`src/rtl/coulomb_counter.sv`:
```
module coulomb_counter #(
  parameter int CLKS_PER_MS = 1000,
  parameter int SAMPLE_W    = 16,
  parameter int CAL_LOG2    = 3
) (
  input  logic                clk,
  input  logic                rst_n,
  input  logic [SAMPLE_W-1:0] sense_sample,
  input  logic [7:0]          reg_addr,
  input  logic [7:0]          reg_wdata,
  input  logic                reg_we,
  input  logic                reg_re,
  output logic [7:0]          reg_rdata
);
  localparam int PRE_W = (CLKS_PER_MS > 1) ? $clog2(CLKS_PER_MS) : 1;
  localparam int CAL_N = 1 << CAL_LOG2;
  localparam int CAL_W = SAMPLE_W + CAL_LOG2;
  localparam logic [PRE_W-1:0] PRE_MAX = PRE_W'(CLKS_PER_MS - 1);
  localparam logic [CAL_LOG2-1:0] CAL_LAST = CAL_LOG2'(CAL_N - 1);

  localparam logic [7:0] A_CTRL   = 8'h60;
  localparam logic [7:0] A_OFF_HI = 8'h61;
  localparam logic [7:0] A_OFF_LO = 8'h62;
  localparam logic [7:0] A_ACC3   = 8'h63;
  localparam logic [7:0] A_ACC2   = 8'h64;
  localparam logic [7:0] A_ACC1   = 8'h65;
  localparam logic [7:0] A_ACC0   = 8'h66;
  localparam logic [7:0] A_CNT2   = 8'h67;
  localparam logic [7:0] A_CNT1   = 8'h68;
  localparam logic [7:0] A_CNT0   = 8'h69;

  logic                       en_q, cal_q, offen_q;
  logic [1:0]                 code_q;
  logic [13:0]                off_q;
  logic [31:0]                acc_q, sh_acc_q;
  logic [23:0]                cnt_q, sh_cnt_q;
  logic [PRE_W-1:0]           pre_q;
  logic [7:0]                 ms_q;
  logic [CAL_LOG2-1:0]        cal_cnt_q;
  logic signed [CAL_W-1:0]    cal_sum_q;

  function automatic logic [7:0] ivl_ms(input logic [1:0] c);
    case (c)
      2'd0:    return 8'd15;
      2'd1:    return 8'd62;
      2'd2:    return 8'd125;
      default: return 8'd250;
    endcase
  endfunction

  logic ctrl_wr, clear_wr, ms_tick, ivl_last, smp_tick;
  assign ctrl_wr  = reg_we && (reg_addr == A_CTRL);
  assign clear_wr = ctrl_wr && reg_wdata[1];
  assign ms_tick  = en_q && (pre_q == PRE_MAX);
  assign ivl_last = ms_q >= (ivl_ms(code_q) - 8'd1);
  assign smp_tick = ms_tick && ivl_last;

  logic signed [31:0]       smp_ext, off_ext, add_val;
  logic signed [CAL_W-1:0]  cal_total, cal_avg;
  assign smp_ext   = 32'(signed'(sense_sample));
  assign off_ext   = 32'(signed'(off_q));
  assign add_val   = cal_q ? 32'sd0 : (offen_q ? smp_ext - off_ext : smp_ext);
  assign cal_total = cal_sum_q + CAL_W'(signed'(sense_sample));
  assign cal_avg   = cal_total >>> CAL_LOG2;

  always_ff @(posedge clk or negedge rst_n) begin
    if (!rst_n) begin
      pre_q <= '0;
      ms_q  <= '0;
    end else if (!en_q || clear_wr) begin
      pre_q <= '0;
      ms_q  <= '0;
    end else if (pre_q == PRE_MAX) begin
      pre_q <= '0;
      ms_q  <= ivl_last ? 8'd0 : ms_q + 8'd1;
    end else begin
      pre_q <= pre_q + 1'b1;
    end
  end

  always_ff @(posedge clk or negedge rst_n) begin
    if (!rst_n) begin
      acc_q <= '0;
      cnt_q <= '0;
    end else if (clear_wr) begin
      acc_q <= '0;
      cnt_q <= '0;
    end else if (smp_tick) begin
      acc_q <= acc_q + add_val;
      cnt_q <= cnt_q + 24'd1;
    end
  end

  always_ff @(posedge clk or negedge rst_n) begin
    if (!rst_n) begin
      en_q      <= 1'b0;
      cal_q     <= 1'b0;
      offen_q   <= 1'b0;
      code_q    <= '0;
      off_q     <= '0;
      cal_cnt_q <= '0;
      cal_sum_q <= '0;
    end else begin
      if (reg_we && reg_addr == A_OFF_HI) off_q[13:8] <= reg_wdata[5:0];
      if (reg_we && reg_addr == A_OFF_LO) off_q[7:0]  <= reg_wdata;
      if (ctrl_wr) begin
        en_q      <= reg_wdata[0];
        cal_q     <= reg_wdata[2];
        offen_q   <= reg_wdata[3];
        code_q    <= reg_wdata[5:4];
        cal_cnt_q <= '0;
        cal_sum_q <= '0;
      end else if (smp_tick && cal_q) begin
        if (cal_cnt_q == CAL_LAST) begin
          cal_q <= 1'b0;
          off_q <= cal_avg[13:0];
        end else begin
          cal_cnt_q <= cal_cnt_q + 1'b1;
          cal_sum_q <= cal_total;
        end
      end
    end
  end

  always_ff @(posedge clk or negedge rst_n) begin
    if (!rst_n) begin
      reg_rdata <= '0;
      sh_acc_q  <= '0;
      sh_cnt_q  <= '0;
    end else if (reg_re) begin
      if (reg_addr == A_ACC0) begin
        sh_acc_q <= acc_q;
        sh_cnt_q <= cnt_q;
      end
      case (reg_addr)
        A_CTRL:   reg_rdata <= {2'b00, code_q, offen_q, cal_q, 1'b0, en_q};
        A_OFF_HI: reg_rdata <= {2'b00, off_q[13:8]};
        A_OFF_LO: reg_rdata <= off_q[7:0];
        A_ACC0:   reg_rdata <= acc_q[7:0];
        A_ACC1:   reg_rdata <= sh_acc_q[15:8];
        A_ACC2:   reg_rdata <= sh_acc_q[23:16];
        A_ACC3:   reg_rdata <= sh_acc_q[31:24];
        A_CNT0:   reg_rdata <= sh_cnt_q[7:0];
        A_CNT1:   reg_rdata <= sh_cnt_q[15:8];
        A_CNT2:   reg_rdata <= sh_cnt_q[23:16];
        default:  reg_rdata <= 8'h00;
      endcase
    end
  end

  assert_clear_zero_R3: assert property (@(posedge clk) disable iff (!rst_n)
    clear_wr |=> (acc_q == 32'd0 && cnt_q == 24'd0));

  assert_hold_idle_R4: assert property (@(posedge clk) disable iff (!rst_n)
    (!en_q && !clear_wr) |=> ($stable(acc_q) && $stable(cnt_q)));

  assert_count_step_R2: assert property (@(posedge clk) disable iff (!rst_n)
    !clear_wr |=> (cnt_q == $past(cnt_q) || cnt_q == $past(cnt_q) + 24'd1));

  assert_cal_no_accum_R9: assert property (@(posedge clk) disable iff (!rst_n)
    (cal_q && !clear_wr) |=> $stable(acc_q));

  assert_snapshot_R6: assert property (@(posedge clk) disable iff (!rst_n)
    (reg_re && reg_addr == A_ACC0) |=> (sh_acc_q == $past(acc_q) && sh_cnt_q == $past(cnt_q)
                                       && reg_rdata == sh_acc_q[7:0]));

  assert_offhi_mask_R7: assert property (@(posedge clk) disable iff (!rst_n)
    (reg_re && reg_addr == A_OFF_HI) |=> reg_rdata[7:6] == 2'b00);

  assert_ctrl_rsvd_R8: assert property (@(posedge clk) disable iff (!rst_n)
    (reg_re && reg_addr == A_CTRL) |=> (reg_rdata[7:6] == 2'b00 && !reg_rdata[1]));
endmodule

```
`config.mk`:
```
export PLATFORM = sky130hd
export DESIGN_NAME = coulomb_counter
export DESIGN_NICKNAME = d
export VERILOG_FILES = /design/src/rtl/coulomb_counter.sv
export SDC_FILE = /design/constraint.sdc
export NUM_CORES = 1
export LEC_CHECK = 0
export BUFFER_PORTS_ARGS = -buffer_cell sky130_fd_sc_hd__clkbuf_2
export CORE_UTILIZATION = 40
export CTS_CLUSTER_DIAMETER = 100
export DETAILED_ROUTE_END_ITERATION = 12
export SYNTH_ARGS = -nofsm -noshare
export SYNTH_HDL_FRONTEND = slang
export SYNTH_SLANG_ARGS = --single-unit
```
`constraint.sdc`:
```
create_clock -name clk -period 8.8 [get_ports clk]
set_input_delay 2.64 -clock clk [delete_from_list [all_inputs] [get_ports clk]]
set_output_delay 2.64 -clock clk [all_outputs]
set_load 0.03 [all_outputs]
```
Yosys cells after proc, flatten, opt, wreduce, memory -nomap -nowiden. Cells that the tools add are included.

Add/sub/neg operators: 8. Magnitude comparators: 1. Equality and inequality tests: 15. Muxes and demuxes: 27. Reduce and logical (&&, ||, !) cells: 17.

Operator list (count): two-way mux 32 bit (4); == test 8 x 7 -> 1 bit, second input constant (10); one-hot mux 8 bit (10 select lines) (1); two-way mux 19 bit (3); two-way mux 24 bit (2); two-way mux 14 bit (3); adder 32 bit (1); two-way mux 8 bit (4); adder 24 x 1 -> 24 bit, second input constant (1); one-hot mux 8 bit (3 select lines) (1); two-way mux 10 bit (2); adder 19 x 16 -> 19 bit (1); subtractor 16 x 14 -> 17 bit (1); adder 10 x 1 -> 10 bit, second input constant (1); == test 10 bit, second input constant (1); two-way mux 3 bit (3); adder 8 x 1 -> 8 bit, second input constant (1); >= comparator 8 bit (1); nonzero test 2 bit (4); subtractor 8 x 1 -> 8 bit, second input constant (1); logical AND 1 bit (7); two-way mux 6 bit (1); AND reduction 2 bit (3); adder 3 x 1 -> 3 bit, second input constant (1); other kinds (8) (10).

Register bits: 179. Bits of input ports: 36. Output and inout port bits: 8. Word-level logic and storage cells: 82.

Longest topological paths before layout.
Depth after elaboration: 8. Depth in mapped cells: 24. Gate-level depth less buffers: 23.

Least setup slack after synthesis. OpenSTA, ideal clock, no wires.

Path kind: in2reg. From: input sense_sample[0]. To: register acc_q[30]. Library setup time: 0.094 ns. Arrival time: 7.558 ns. Required time: 8.706 ns. Setup slack: 1.148 ns. Stages: 21. Path buffers: 1. Cell sequence: inv_1 ha_1 inv_1 fa_1 a21o_1 a21oi_1 o21ai_1 a2111oi_1 nor3_1 o21ai_0 ha_1 clkbuf_2 and4_1 nand2_1 or4_1 a211o_1 and3_1 o21ai_1 o221ai_1 xor2_1 a211oi_1.

Longest elaborated chain between the ends: 6.

RTL lines: from (decl) (line 8) `input logic [SAMPLE_W-1:0] sense_sample,`; subtractor 16 x 14 -> 17 bit (line 62) `assign add_val = cal_q ? 32'sd0 : (offen_q ? smp_ext - off_ext : smp_ext);`; two-way mux 32 bit (*) (2 in series) (line 62); adder 32 bit (*) (line 89) `acc_q <= acc_q + add_val;`; two-way mux 32 bit (*) (line 88) `end else if (smp_tick) begin`; two-way mux 32 bit (*) (line 85) `end else if (clear_wr) begin`; to (signal assigned) (line 89); to (decl) (line 35) `logic [31:0] acc_q, sh_acc_q;`.

Every way passes the cells marked *; elsewhere a longest branch is shown, timed or not. The select of a mux whose other input is x is not followed. A chain may end at the register's enable or synchronous reset.

Final worst setup path.
From: input sense_sample[0]. To: register acc_q[31].

The elaborated chain is that of the path after synthesis.

==> flow_summary.yaml <==
worst_setup_path:
  cp_slowest_cell: "sky130_fd_sc_hd__a2111oi_1"
  worst_r2r_path_depth: 22
  worstSetupPathType: "in -> reg"
  crit_required_ns: 9.15
  reg2reg_to: "acc_q[31]"
  critical_path_maximum_fanout: 8
  flop_to_flop_setup_slack_ns: 2.93
  worstSetupEndpointType: "register"
  timing.critical_path.max_delay_family: "compound AO/OA/AOI/OAI gates"
  critical_path.n_buffers_inverters: 3
  cp-startpoint: "sense_sample[0]"
  worst_r2r_startpoint: "off_q[0]"
  worstPathArrival_ns: 8.10
  worstSetupStartpointType: "input pin"
  max_stage_delay_ns: 0.72
  crit_chain: "clkbuf_2 > inv_1 > ha_1 > inv_1 > fa_1 > a21o_1 > a21oi_1 > o21ai_1 > a2111oi_1 > o31ai_1 > a2111oi_0 > nor2_1 > nand3_1 > nand3_1 > ha_1 > nand3_1 > nor2_1 > and4_1 > nand3_1 > a311oi_1 > o22ai_1 > o21ai_1 > mux2i_1 > mux2i_1"
  critPathMostFrequentCell: "sky130_fd_sc_hd__nand3_1"
synth:
  ys.warnings.count: 0
  yosys.area.top_type: "sky130_fd_sc_hd__dfrtp_1"
  postSynth.asyncResetShare_pct: 100
  synth_seq_area_share_pct: 38.8
  synthesis.area_mm2: 0.0109
  synth_fp_nets: 1308
  postSynth.topFlopCell: "sky130_fd_sc_hd__dfrtp_1"
  synth_seq_cells: 169
  cell_count_after_synthesis: 1193
  syn-mean-instance-area_um2: 9.15
  netlist.area_leader.share_pct: 38.8
  synth_edf_count: 0
  synth.area.top_cells: "sky130_fd_sc_hd__dfrtp_1 39%, sky130_fd_sc_hd__ha_1 8.7%, sky130_fd_sc_hd__nand2_1 5.2%"
  synth_cell_types: 71
flow_run:
  drv_cap: 0
hold_path:
  min-delay-path-class: "reg -> reg"
  worstHoldPathCells: 1
  worst_min_delay_path_endpoint: "pre_q[0]"
  min-delay-start: "pre_q[0]"
clock_network:
  maximum_level_of_the_cts_h_tree: 4
  numCtsBuffers: 17
  holdBufCountCts: 0
  clkSlewWorstSetupHoldPaths_ns: 0.07
  insertion_delay_ns: 0.43
  clk_root_buffer_cell: "sky130_fd_sc_hd__clkbuf_16"
  cts-resized-gates: 0
  numClockSinks: 169
  cts.path.max_buffers: 2
  clock_tree_from_tritoncts: "yes"
  post-cts-setup-buffers: 0
final_layout:
  layout_commonest_cell: "sky130_fd_sc_hd__dfrtp_1"
  mostFrequentLayoutCells: "169 x sky130_fd_sc_hd__dfrtp_1, 149 x sky130_fd_sc_hd__nand2_1, 92 x sky130_fd_sc_hd__a21oi_1"
  layout-drive-gt1-share_pct: 12.8
  postLayoutCellArea_mm2: 0.0121
  final_cell_count_no_fill: 1574
  antenna_cells: 0
  final_net_count: 1336
  growth_of_design_area_from_synthesis_to_finish_pct: 11.1
power:
  leakage_nw: 5.73
  peakVddDrop_mv: 0.123
  pwr_density_cell_mw_per_mm2: 149
run_status:
  outcome: "completed"
sta:
  crit_path_time_final_ns: 7.75
  slew_headroom_pct: 16.1
  slew_violations: 0
  hold_viol: 0
  period_share_pct: 88.1
  setup-violations-final: 0
  finalSetupTns_ns: 0
  fmaxAchievable_mhz: 129
  grt_setup_unrepaired: "no"
  fin_skew_ns: 0.0118
  worst_pin_slew_ns: 1.25
floorplan:
  row_count: 60
  placeableCoreArea_mm2: 0.0269
  top_level_ports: 44
  die_ar_mm2: 0.0279
  initial_utilization_pct: 40.6
  fp.dieW_um: 167
  fp.dieH_um: 167
global_routing:
  pin_count_of_the_biggest_net_entering_global_routing: 71
  grt_first_pass_wirelength_um: 47400
  grt_pass1_vias: 8693
  grt_antenna_before_repair: 0
  grt-ovfl-total: 0
  groute.usage.overall_pct: 21.5
drt:
  route.antenna.remaining_nets: 0
  detailedRoute.firstPassIterationCount: 5
  wl_per_cell_um: 18.6
  wl_um: 29300
  vias_per_cell: 5.70
  vias: 8966
  drc: 0
  drt_initial_violations: 741
placement:
  placed_area_mm2: 0.0115
  placement.io_buffers: 43
  globalplace.congestion: 0.894
  hpwl_um: 21400
  post-place-cells: 1543
-- Yosys cell counts (8+ instances only) --
cell type,n
sky130_fd_sc_hd__o21ai_1,8
sky130_fd_sc_hd__nand3_1,31
sky130_fd_sc_hd__a22o_1,13
sky130_fd_sc_hd__and3_1,33
sky130_fd_sc_hd__dfrtp_1,169
sky130_fd_sc_hd__ha_1,76
sky130_fd_sc_hd__nand2_1,150
sky130_fd_sc_hd__a221oi_1,12
sky130_fd_sc_hd__a21oi_1,92
sky130_fd_sc_hd__o21a_1,8
sky130_fd_sc_hd__o21ai_0,58
sky130_fd_sc_hd__nor2_1,83
sky130_fd_sc_hd__or3_1,12
sky130_fd_sc_hd__nand4_1,11
sky130_fd_sc_hd__mux2_2,49
sky130_fd_sc_hd__clkbuf_1,34
sky130_fd_sc_hd__a22oi_1,15
sky130_fd_sc_hd__mux2i_1,15
sky130_fd_sc_hd__a211oi_1,22
sky130_fd_sc_hd__inv_1,51
sky130_fd_sc_hd__nand2b_1,12
sky130_fd_sc_hd__xor2_1,36
sky130_fd_sc_hd__o22ai_1,8
sky130_fd_sc_hd__a21o_1,23
sky130_fd_sc_hd__xnor2_1,35
sky130_fd_sc_hd__nor3_1,19
-- how the worst max path moves through the flow --
| stage | to | slack, ns | depth (start not counted) |
|---|---|---|---|
| after floorplan | acc_q[30] | 1.15 | 21 |
| after global placement | acc_q[31] | 0.78 | 24 |
| after detailed placement | acc_q[31] | 0.67 | 24 |
| after CTS | acc_q[31] | 1.10 | 24 |
| after global routing | acc_q[31] | 0.33 | 24 |
| final | acc_q[31] | 1.05 | 24 |
-- cells by family after synthesis --
| family | Yosys count | synth area share, % |
|---|---|---|
| simple gates | 400 | 17.7 |
| flops | 169 | 38.8 |
| mux | 64 | 6.43 |
| compound gates | 311 | 18.7 |
| buf+inv | 98 | 3.46 |
| xor+xnor | 71 | 5.70 |
| other cells | 1 | 0.0344 |
| fa+ha+maj | 79 | 9.26 |
-- final cells by class --
type | instances | area, um2
inverter | 51 | 191
tap | 341 | 427
clock inverter | 14 | 206
multi-input combinational | 926 | 6320
sequential | 169 | 4230
fill | 2613 | 14800
timing repair buffer | 56 | 319
clock buffer | 17 | 425
-- sequential cells by signal, summed over array words and instances, names as in the netlist --
signal,flops
en_q,1
off_q,14
cal_q,1
acc_q,32
cal_cnt_q,3
cnt_q,24
code_q,2
sh_acc_q,24
pre_q,10
offen_q,1
ms_q,8
sh_cnt_q,24
cal_sum_q,17
reg_rdata,8
-- power by group --
group	leakage [nW]	switching [mW]	total [mW]	internal, mW
logic	3.08	0.122	0.195	0.0733
clock network	0.302	0.355	0.815	0.459
registers	2.35	0.0113	0.792	0.781
total	5.73	0.489	1.80	1.31
-- routing by layer --
metal	track usage [%]	part of all wire, %	up-vias
met1	30.4	48	4375
met2	35.0	47	221
met5	0	0	-
met4	3.39	0.83	0
li1	-	-	4353
met3	3.76	4.7	17
-- per-stage QoR --
stage | setup slack (ns) | utilization [%] | total power, mW | hold WS [ns]
2_1_floorplan | 1.15 | - | 0.933 | 0.433
3_3_place_gp | 0.778 | 42.8 | 0.999 | 0.455
3_5_place_dp | 0.665 | 42.8 | 1.00 | 0.462
4_1_cts | 1.10 | 45.1 | 1.81 | 0.472
5_1_grt | 0.326 | 45.1 | 1.87 | 0.507
6_report | 1.05 | 45.1 | 1.80 | 0.464
No activity file was read; power rests on OpenSTA's default activity.
